===== src/rtl/mrx_pkg.sv =====
package mrx_pkg;
  // control bundle handed to one storage cell, already aligned to one sample
  typedef struct packed {
    logic open_lvl;
    logic open_fall;
    logic strobe_rise;
    logic hold_n;
  } cell_ctl_t;
endpackage


===== src/rtl/mrx_sampler.sv =====
module mrx_sampler #(
  parameter int N = 8
) (
  input  logic         clk,
  input  logic         rst,
  input  logic [N-1:0] pin,
  output logic [N-1:0] cur,
  output logic [N-1:0] prv
);
  always_ff @(posedge clk) begin
    if (rst) begin
      cur <= '0;
      prv <= '0;
    end else begin
      cur <= pin;
      prv <= cur;
    end
  end
endmodule


===== src/rtl/mrx_cell.sv =====
module mrx_cell
  import mrx_pkg::*;
#(
  parameter int W = 4
) (
  input  logic         clk,
  input  logic         rst,
  input  cell_ctl_t    ctl,
  input  logic [W-1:0] d,
  output logic [W-1:0] q
);
  logic edge_load;
  assign edge_load = ctl.strobe_rise && !ctl.hold_n && !ctl.open_fall;

  always_ff @(posedge clk) begin
    if (rst)               q <= '0;
    else if (ctl.open_lvl) q <= d;
    else if (edge_load)    q <= d;
  end

  AST_OPEN_FOLLOW: assert property (@(posedge clk) disable iff (rst)
    ctl.open_lvl |=> q == $past(d));
  AST_FALL_WINS: assert property (@(posedge clk) disable iff (rst)
    ctl.open_fall |=> $stable(q));
  AST_NO_LOAD_HOLDS: assert property (@(posedge clk) disable iff (rst)
    (!ctl.open_lvl && (ctl.hold_n || !ctl.strobe_rise)) |=> $stable(q));
  AST_EDGE_LOADS: assert property (@(posedge clk) disable iff (rst)
    (!ctl.open_lvl && !ctl.open_fall && ctl.strobe_rise && !ctl.hold_n) |=> q == $past(d));
endmodule


===== src/rtl/mrx_pick.sv =====
module mrx_pick #(
  parameter int W    = 4,
  parameter int NCH  = 4,
  parameter int SELW = 2
) (
  input  logic [NCH*W-1:0] src,
  input  logic [SELW-1:0]  sel,
  output logic [W-1:0]     dst
);
  always_comb begin
    dst = '0;
    for (int i = 0; i < NCH; i++) begin
      if (sel == SELW'(i)) dst = src[i*W +: W];
    end
  end
endmodule


===== src/rtl/mrx_xcvr.sv =====
module mrx_xcvr
  import mrx_pkg::*;
#(
  parameter int W    = 4,
  parameter int NCH  = 4,
  parameter int SELW = (NCH > 1) ? $clog2(NCH) : 1
) (
  input  logic             clk,
  input  logic             rst,
  input  logic [W-1:0]     a_din,
  input  logic [NCH*W-1:0] b_din,
  input  logic             en_a_n,
  input  logic             en_b_all_n,
  input  logic [NCH-1:0]   en_b_ch_n,
  input  logic             fwd_strobe,
  input  logic             fwd_hold_n,
  input  logic [SELW-1:0]  fwd_route,
  input  logic [NCH-1:0]   fwd_open,
  input  logic             rev_strobe,
  input  logic             rev_hold_n,
  input  logic [NCH-1:0]   rev_open,
  input  logic [SELW-1:0]  rev_pick,
  input  logic             rev_out_open,
  input  logic             rev_out_hold_n,
  output logic [W-1:0]     a_dout,
  output logic             a_drive,
  output logic [NCH*W-1:0] b_dout,
  output logic [NCH-1:0]   b_drive
);
  localparam int NS     = 3 + 2 * NCH;
  localparam int I_FWD  = 0;
  localparam int I_REV  = 1;
  localparam int I_OUT  = 2;
  localparam int I_FOPN = 3;
  localparam int I_ROPN = 3 + NCH;

  // edge-sensitive pins: current and previous samples
  logic [NS-1:0] s_cur, s_prv;
  mrx_sampler #(.N(NS)) u_smp (
    .clk (clk),
    .rst (rst),
    .pin ({rev_open, fwd_open, rev_out_open, rev_strobe, fwd_strobe}),
    .cur (s_cur),
    .prv (s_prv)
  );

  // level-only pins, sampled in the same stage
  logic [W-1:0]     a_s;
  logic [NCH*W-1:0] b_s;
  logic             fhold_s, rhold_s, ohold_s;
  logic [SELW-1:0]  route_s, pick_s;

  always_ff @(posedge clk) begin
    if (rst) begin
      a_s     <= '0;
      b_s     <= '0;
      fhold_s <= 1'b1;
      rhold_s <= 1'b1;
      ohold_s <= 1'b1;
      route_s <= '0;
      pick_s  <= '0;
      a_drive <= 1'b0;
      b_drive <= '0;
    end else begin
      a_s     <= a_din;
      b_s     <= b_din;
      fhold_s <= fwd_hold_n;
      rhold_s <= rev_hold_n;
      ohold_s <= rev_out_hold_n;
      route_s <= fwd_route;
      pick_s  <= rev_pick;
      a_drive <= ~en_a_n;
      b_drive <= ~(en_b_ch_n | {NCH{en_b_all_n}});
    end
  end

  logic s_fwd_rise, s_rev_rise;
  assign s_fwd_rise = s_cur[I_FWD] & ~s_prv[I_FWD];
  assign s_rev_rise = s_cur[I_REV] & ~s_prv[I_REV];

  logic [NCH-1:0]   fwd_ce_n;
  logic [NCH*W-1:0] rev_q;

  for (genvar i = 0; i < NCH; i++) begin : g_ch
    cell_ctl_t fctl, rctl;
    assign fwd_ce_n[i] = (route_s == SELW'(i)) ? fhold_s : 1'b1;

    assign fctl.open_lvl    = s_cur[I_FOPN + i];
    assign fctl.open_fall   = s_prv[I_FOPN + i] & ~s_cur[I_FOPN + i];
    assign fctl.strobe_rise = s_fwd_rise;
    assign fctl.hold_n      = fwd_ce_n[i];

    assign rctl.open_lvl    = s_cur[I_ROPN + i];
    assign rctl.open_fall   = s_prv[I_ROPN + i] & ~s_cur[I_ROPN + i];
    assign rctl.strobe_rise = s_rev_rise;
    assign rctl.hold_n      = rhold_s;

    mrx_cell #(.W(W)) u_fwd (
      .clk (clk), .rst (rst), .ctl (fctl), .d (a_s), .q (b_dout[i*W +: W])
    );
    mrx_cell #(.W(W)) u_rev (
      .clk (clk), .rst (rst), .ctl (rctl), .d (b_s[i*W +: W]), .q (rev_q[i*W +: W])
    );
  end

  logic [W-1:0] junction;
  mrx_pick #(.W(W), .NCH(NCH), .SELW(SELW)) u_pick (
    .src (rev_q), .sel (pick_s), .dst (junction)
  );

  cell_ctl_t octl;
  assign octl.open_lvl    = s_cur[I_OUT];
  assign octl.open_fall   = s_prv[I_OUT] & ~s_cur[I_OUT];
  assign octl.strobe_rise = s_rev_rise;
  assign octl.hold_n      = ohold_s;

  mrx_cell #(.W(W)) u_out (
    .clk (clk), .rst (rst), .ctl (octl), .d (junction), .q (a_dout)
  );

  AST_ROUTE_SINGLE: assert property (@(posedge clk) disable iff (rst)
    $countones(~fwd_ce_n) <= 1);
  AST_A_DRIVE_LAG: assert property (@(posedge clk) disable iff (rst)
    1'b1 |=> a_drive == !$past(en_a_n));
  AST_B_DRIVE_GATE: assert property (@(posedge clk) disable iff (rst)
    $past(en_b_all_n) |-> b_drive == '0);
  AST_RESET_CLEAR: assert property (@(posedge clk)
    rst |=> (a_dout == '0 && b_dout == '0 && !a_drive && b_drive == '0));
endmodule


===== config.mk =====
export PLATFORM = sky130hd
export DESIGN_NAME = mrx_xcvr
export DESIGN_NICKNAME = d
export VERILOG_FILES = /design/src/rtl/mrx_pkg.sv /design/src/rtl/mrx_sampler.sv /design/src/rtl/mrx_cell.sv /design/src/rtl/mrx_pick.sv /design/src/rtl/mrx_xcvr.sv
export SDC_FILE = /design/constraint.sdc
export NUM_CORES = 1
export LEC_CHECK = 0
export ABC_AREA = 1
export CAP_MARGIN = 20
export CORE_MARGIN = 3
export CORE_UTILIZATION = 54
export DETAILED_ROUTE_END_ITERATION = 7
export MAX_ROUTING_LAYER = met4
export PLACE_DENSITY = 0.93
export SLEW_MARGIN = 20
export SYNTH_ARGS = -nofsm -noshare
export SYNTH_HDL_FRONTEND = slang
export SYNTH_SLANG_ARGS = --single-unit

===== constraint.sdc =====
create_clock -name clk -period 2.5 [get_ports clk]
set_input_delay 0.25 -clock clk [delete_from_list [all_inputs] [get_ports clk]]
set_output_delay 0.25 -clock clk [all_outputs]
set_load 0.05 [all_outputs]

### Yosys cells after proc, flatten, opt, wreduce, memory -nomap -nowiden

Cells that the tools add are included.

| cells by class | value |
|---|---|
| reductions and logical operators | 41 |
| muxes and demuxes | 26 |
| bitwise operators | 25 |
| equal/unequal tests | 6 |

Operators by type and width:

| operator | count |
|---|---|
| 4-bit 2-to-1 mux | 22 |
| 2-bit nonzero test | 9 |
| 1-bit logical AND | 15 |
| 1-bit zero test | 15 |
| 1-bit NOT | 12 |
| 1-bit AND | 11 |
| 2-bit equality test (second input constant) | 4 |
| 2-bit by 1-bit equality test with 1-bit output (second input constant) | 2 |
| 2-bit zero test | 2 |
| 1-bit 2-to-1 mux | 4 |
| 4-bit NOT | 1 |
| 4-bit bitwise OR | 1 |

| storage, ports and cells | value |
|---|---|
| register bits | 90 |
| input bits | 46 |
| output and inout port bits | 25 |
| word-level logic and storage cells | 118 |

### Longest topological paths before layout

| depth | value |
|---|---|
| depth in word-level cells | 7 |
| depth in mapped cells | 7 |
| gate-level depth less buffers | 7 |

### Hierarchy

A second synthesis with hierarchy kept.

| unflattened totals | value |
|---|---|
| cells, all modules | 477 |
| area total of the unflattened synthesis | 3570.9 um2 |

By module, submodules not included:

| module | area each (um2) | cells an instance | instances | sequential area each (um2) |
|---|---|---|---|---|
| mrx_cell | 198.9 | 29 | 9 | 80.1 |
| mrx_xcvr | 1011.0 | 123 | 1 | 640.6 |
| mrx_sampler | 628.1 | 68 | 1 | 440.4 |
| mrx_pick | 141.4 | 25 | 1 | 0.0 |

### Worst setup path after synthesis

No wires, ideal clock.

| path | value |
|---|---|
| kind | reg-to-reg |
| start | reg u_smp.cur[1] |
| end | reg g_ch[3].u_rev.q[1] |
| arrival | 854 ps |
| required time | 2384 ps |
| slack | 1529 ps |
| stages on the path, launching flop included | 6 |
| period minus slack after synthesis | 971 ps |
| buffers on the path | 0 |
| setup time | 116 ps |
| cell sequence | dfxtp_1 nand2_2 nor2_4 nand2_2 a21oi_1 nor2_2 |

| on the way | value |
|---|---|
| cells in the longest elaborated chain, start to end | 4 |

RTL lines:

| what | RTL line | RTL |
|---|---|---|
| start: declaration | mrx_sampler.sv:7 | `output logic [N-1:0] cur,` |
| start signal: assignment | mrx_sampler.sv:15 | `cur <= pin;` |
| 1-bit AND | mrx_xcvr.sv:79 | `assign s_rev_rise = s_cur[I_REV] & ~s_prv[I_REV];` |
| 1-bit logical AND (2 in a row) | mrx_cell.sv:13 | `assign edge_load = ctl.strobe_rise && !ctl.hold_n && !ctl.open_fall;` |
| 2-bit nonzero test (no source line) | - |  |
| end signal: assignment | mrx_cell.sv:16 | `if (rst) q <= '0;` |
| end signal: assignment | mrx_cell.sv:17 | `else if (ctl.open_lvl) q <= d;` |
| end signal: assignment | mrx_cell.sv:18 | `else if (edge_load) q <= d;` |
| end: declaration | mrx_cell.sv:10 | `output logic [W-1:0] q` |

No other way between the ends.
A chain may end at the register's enable or synchronous reset.

### Final worst setup path

| path | value |
|---|---|
| start | reg u_out.q[0] |
| end | out a_dout[0] |

RTL lines:

| what | RTL line | RTL |
|---|---|---|
| start: declaration | mrx_cell.sv:10 |  |
| start signal: assignment | mrx_cell.sv:16 |  |
| start signal: assignment | mrx_cell.sv:17 |  |
| start signal: assignment | mrx_cell.sv:18 |  |
| end: declaration | mrx_xcvr.sv:25 | `output logic [W-1:0] a_dout,` |

No word-level cell between the ends.

==> qor.txt <==
hold bufs inserted after CTS: 0
sequence of cells on the critical path: clkdlybuf4s50_1
simple-gate share of the synthesized area: 29.05%
post-synth top area cell: sky130_fd_sc_hd__dfxtp_1
final wirelength: 6.501 mm
number of clock sinks seen by CTS: 90
worst-path fanout max: 2
quantity of gates resized following cts: 0
clock transition at the registers of the reported paths: 0.08 ns
buffering stage count on the worst path with inverters included: 1
final layout net count: 561
Clk Latency, worst-skew pair: 0.35 ns
synthesized-area fraction occupied by ao, oa, aoi and oai cells: 4.242%
crit-path max cell delay: 0.82 ns
kind of start point of the critical path: register
non-filler cells in the finished layout: 592
sum of negative setup slack: 0 ns
final worst clock skew: 0.008834 ns
router iterations before antenna repair: 6
worst reg2reg path startpoint: u_smp.cur[0]
vertical die dimension: 84.21 µm
Crit path depth: 1
GRT Residual Overflow: 0
vias in the first global route: 2552
slew margin rel.: 62.68%
effective utilization at floorplan: 57.86%
area of the core: 5709 µm²
most common library cells after synthesis: 106 x sky130_fd_sc_hd__nor2_1, 90 x sky130_fd_sc_hd__dfxtp_1, 85 x sky130_fd_sc_hd__inv_1, 51 x sky130_fd_sc_hd__nand2_1, 46 x sky130_fd_sc_hd__nand3_1
Area growth syn-to-layout: 28.41%
count of fill cells added during filler insertion: 432
Netlist cell types: 17
sequential element share of the synthesized area: 54.55%
gp weighted congestion: 0.8606
H-tree Lvls: 3
share of layout cells above drive strength 1: 6.923%
IO Port Bufs: 70
Data arrival, critical path: 1.54 ns
worst hold slack across all endpoints: 0.3557 ns
post-route clock period utilization: 71.40%
initial DRC count: 152
adder and majority cell fraction of the synthesized area: 0%
reg-to-reg critical path endpoint: g_ch[3].u_fwd.q[0]
top cells by area in the synthesized netlist: sky130_fd_sc_hd__dfxtp_1 55%, sky130_fd_sc_hd__nor2_1 12%, sky130_fd_sc_hd__inv_1 9.7%, sky130_fd_sc_hd__nand3_1 7.0%, sky130_fd_sc_hd__nand2_1 5.8%
standard cell with the maximum stage delay on the critical path: sky130_fd_sc_hd__clkdlybuf4s50_1
flops & latches, synth: 90
slew at the pin with the worst max-slew slack: 0.5589 ns
mux cell area share after synthesis: 0%
number of CTS-inserted buffers: 9
buffer depth of the longest clock path: 2
global-route wire length before repair: 10.75 mm
count of endpoints failing hold in the final timing report: 0
family with the most delay on the worst path: buffers and inverters
die area: 7091 µm²
dpl ws: 1.056 ns
die extent in x: 84.21 µm
RSZ-0062 raised after global routing: false
number of placement rows: 27
power density relative to cell area: 694.8 nW/µm²
synthesized netlist cell count: 442
worst setup slack for register-to-register paths: 1.31 ns
Mean Syn Cell Area: 7.473 µm²
DRT antenna net count: 0
Hold Startpoint: rst
Post-Syn Nets: 488
WL per Instance: 10.98 µm
post-route core utilization: 74.29%
synth warn: 0
routed via count divided by cell count: 4.760
TritonCTS clock tree: built
post-layout instance area: 4242 µm²
power consumption: 2.947 mW
max-cap violations: 0
antenna cells: 0
Crit path required time: 2.25 ns
worst setup path category: reg2out
Worst IR Drop VDD: 0.4870 mV
largest family of logic cells by synthesized area: simple AND/OR/NAND/NOR gates
most frequent cell after synthesis: sky130_fd_sc_hd__nor2_1
post-detail-place hpwl: 4.822 mm
leakage power figure: 2.013 nW
Clk Tree Root Cell: sky130_fd_sc_hd__clkbuf_8
number of stages on the worst hold path: 2
terminating pin of the worst hold path: b_s[2]
number of buffers added for setup after CTS: 0
total setup violations reported at the end of the flow: 0
worst hold path type: in2reg
Post-synth EDFFs: 0
pin count of the biggest net entering global routing: 37
DR DRC count: 0
Tot GR Track Use: 19.59%
run status: finished, final reports clean
type of destination of the critical path: output pin
count of pins over their slew limit: 0
cell count of the worst reg-to-reg path: 6
fraction of post-synthesis cell area in the top cell type by area: 54.55%
total placed cells including tap cells: 576
# IOs: 71
FFs w/ async S/R, synth: 0%
total number of vias: 2818
netlist area before placement: 3303 µm²
clock period minus final worst setup slack: 1.785 ns
Synth Area in XOR/XNOR: 0%
initial antenna violation count: 0
Post-Place Cell Area: 4044 µm²
f_max: 560.2 MHz
most used flip-flop cell after synthesis: sky130_fd_sc_hd__dfxtp_1
worst path setup slack after routing: 0.7149 ns
## where the power goes
part	internal [mW]	leakage (nW)	switching (mW)	total (mW)
clock	0.517	0.101	0.453	0.969
combinational	0.175	1.17	0.241	0.416
sequential	1.52	0.745	0.0444	1.56
## cell families after synthesis
group	after synthesis
AOI/OAI and AO/OA	28
and+or+nand+nor	222
buffers and inverters	102
DFF	90
## worst max path at each step
stage / from / end / slack (ns)
after floorplan: u_smp.cur[1] / g_ch[3].u_rev.q[1] / 1.53
after CTS: u_out.q[0] / a_dout[0] / 0.69
after detailed placement: rst / u_out.q[2] / 1.06
after global routing: u_out.q[0] / a_dout[0] / 0.66
after global placement: u_out.q[3] / a_dout[3] / 1.12
final: u_out.q[0] / a_dout[0] / 0.71
## layer usage
metal | global-route usage, % | share of wire, % | up-vias | wire (µm)
met5 | - | 0 | - | 0
met4 | 8.918 | 2.5 | 0 | 165
met3 | 6.084 | 7.0 | 19 | 455
met2 | 34.79 | 52 | 106 | 3373
met1 | 19.50 | 39 | 1236 | 2507
li1 | - | - | 1457 | -
## cells in the final DEF (no fill, tap or decap), drive strengths merged
master and count:
clkinv 7, or2 4, clkdlybuf4s50 69, bufinv 1
dfxtp 90, a21oi 24, buf 2, o21ai 4
clkbuf 14, nand3 49, nand2 56, nor2 113
inv 87
## sequential cells by signal, indices dropped and copies added (netlist names), 2 cells and up
register / flops
a_s: 4
b_drive: 4
b_s: 16
g_ch.u_fwd.q: 16
g_ch.u_rev.q: 16
pick_s: 2
route_s: 2
u_out.q: 4
u_smp.cur: 11
u_smp.prv: 11
## final cells by class
| cell class | count | area, µm² | share of cell area, % |
|---|---|---|---|
| multi-input cells | 250 | 1100 | 25.93 |
| inverters | 93 | 349.1 | 8.230 |
| repair buffers | 71 | 703.2 | 16.58 |
| flip-flops and latches | 90 | 1802 | 42.48 |
| well taps | 72 | 90.09 | 2.124 |
| clock inverters | 2 | 35.03 | 0.8260 |
| clock buffers | 14 | 162.7 | 3.835 |
Note: power is estimated with default switching activity, not from simulation.
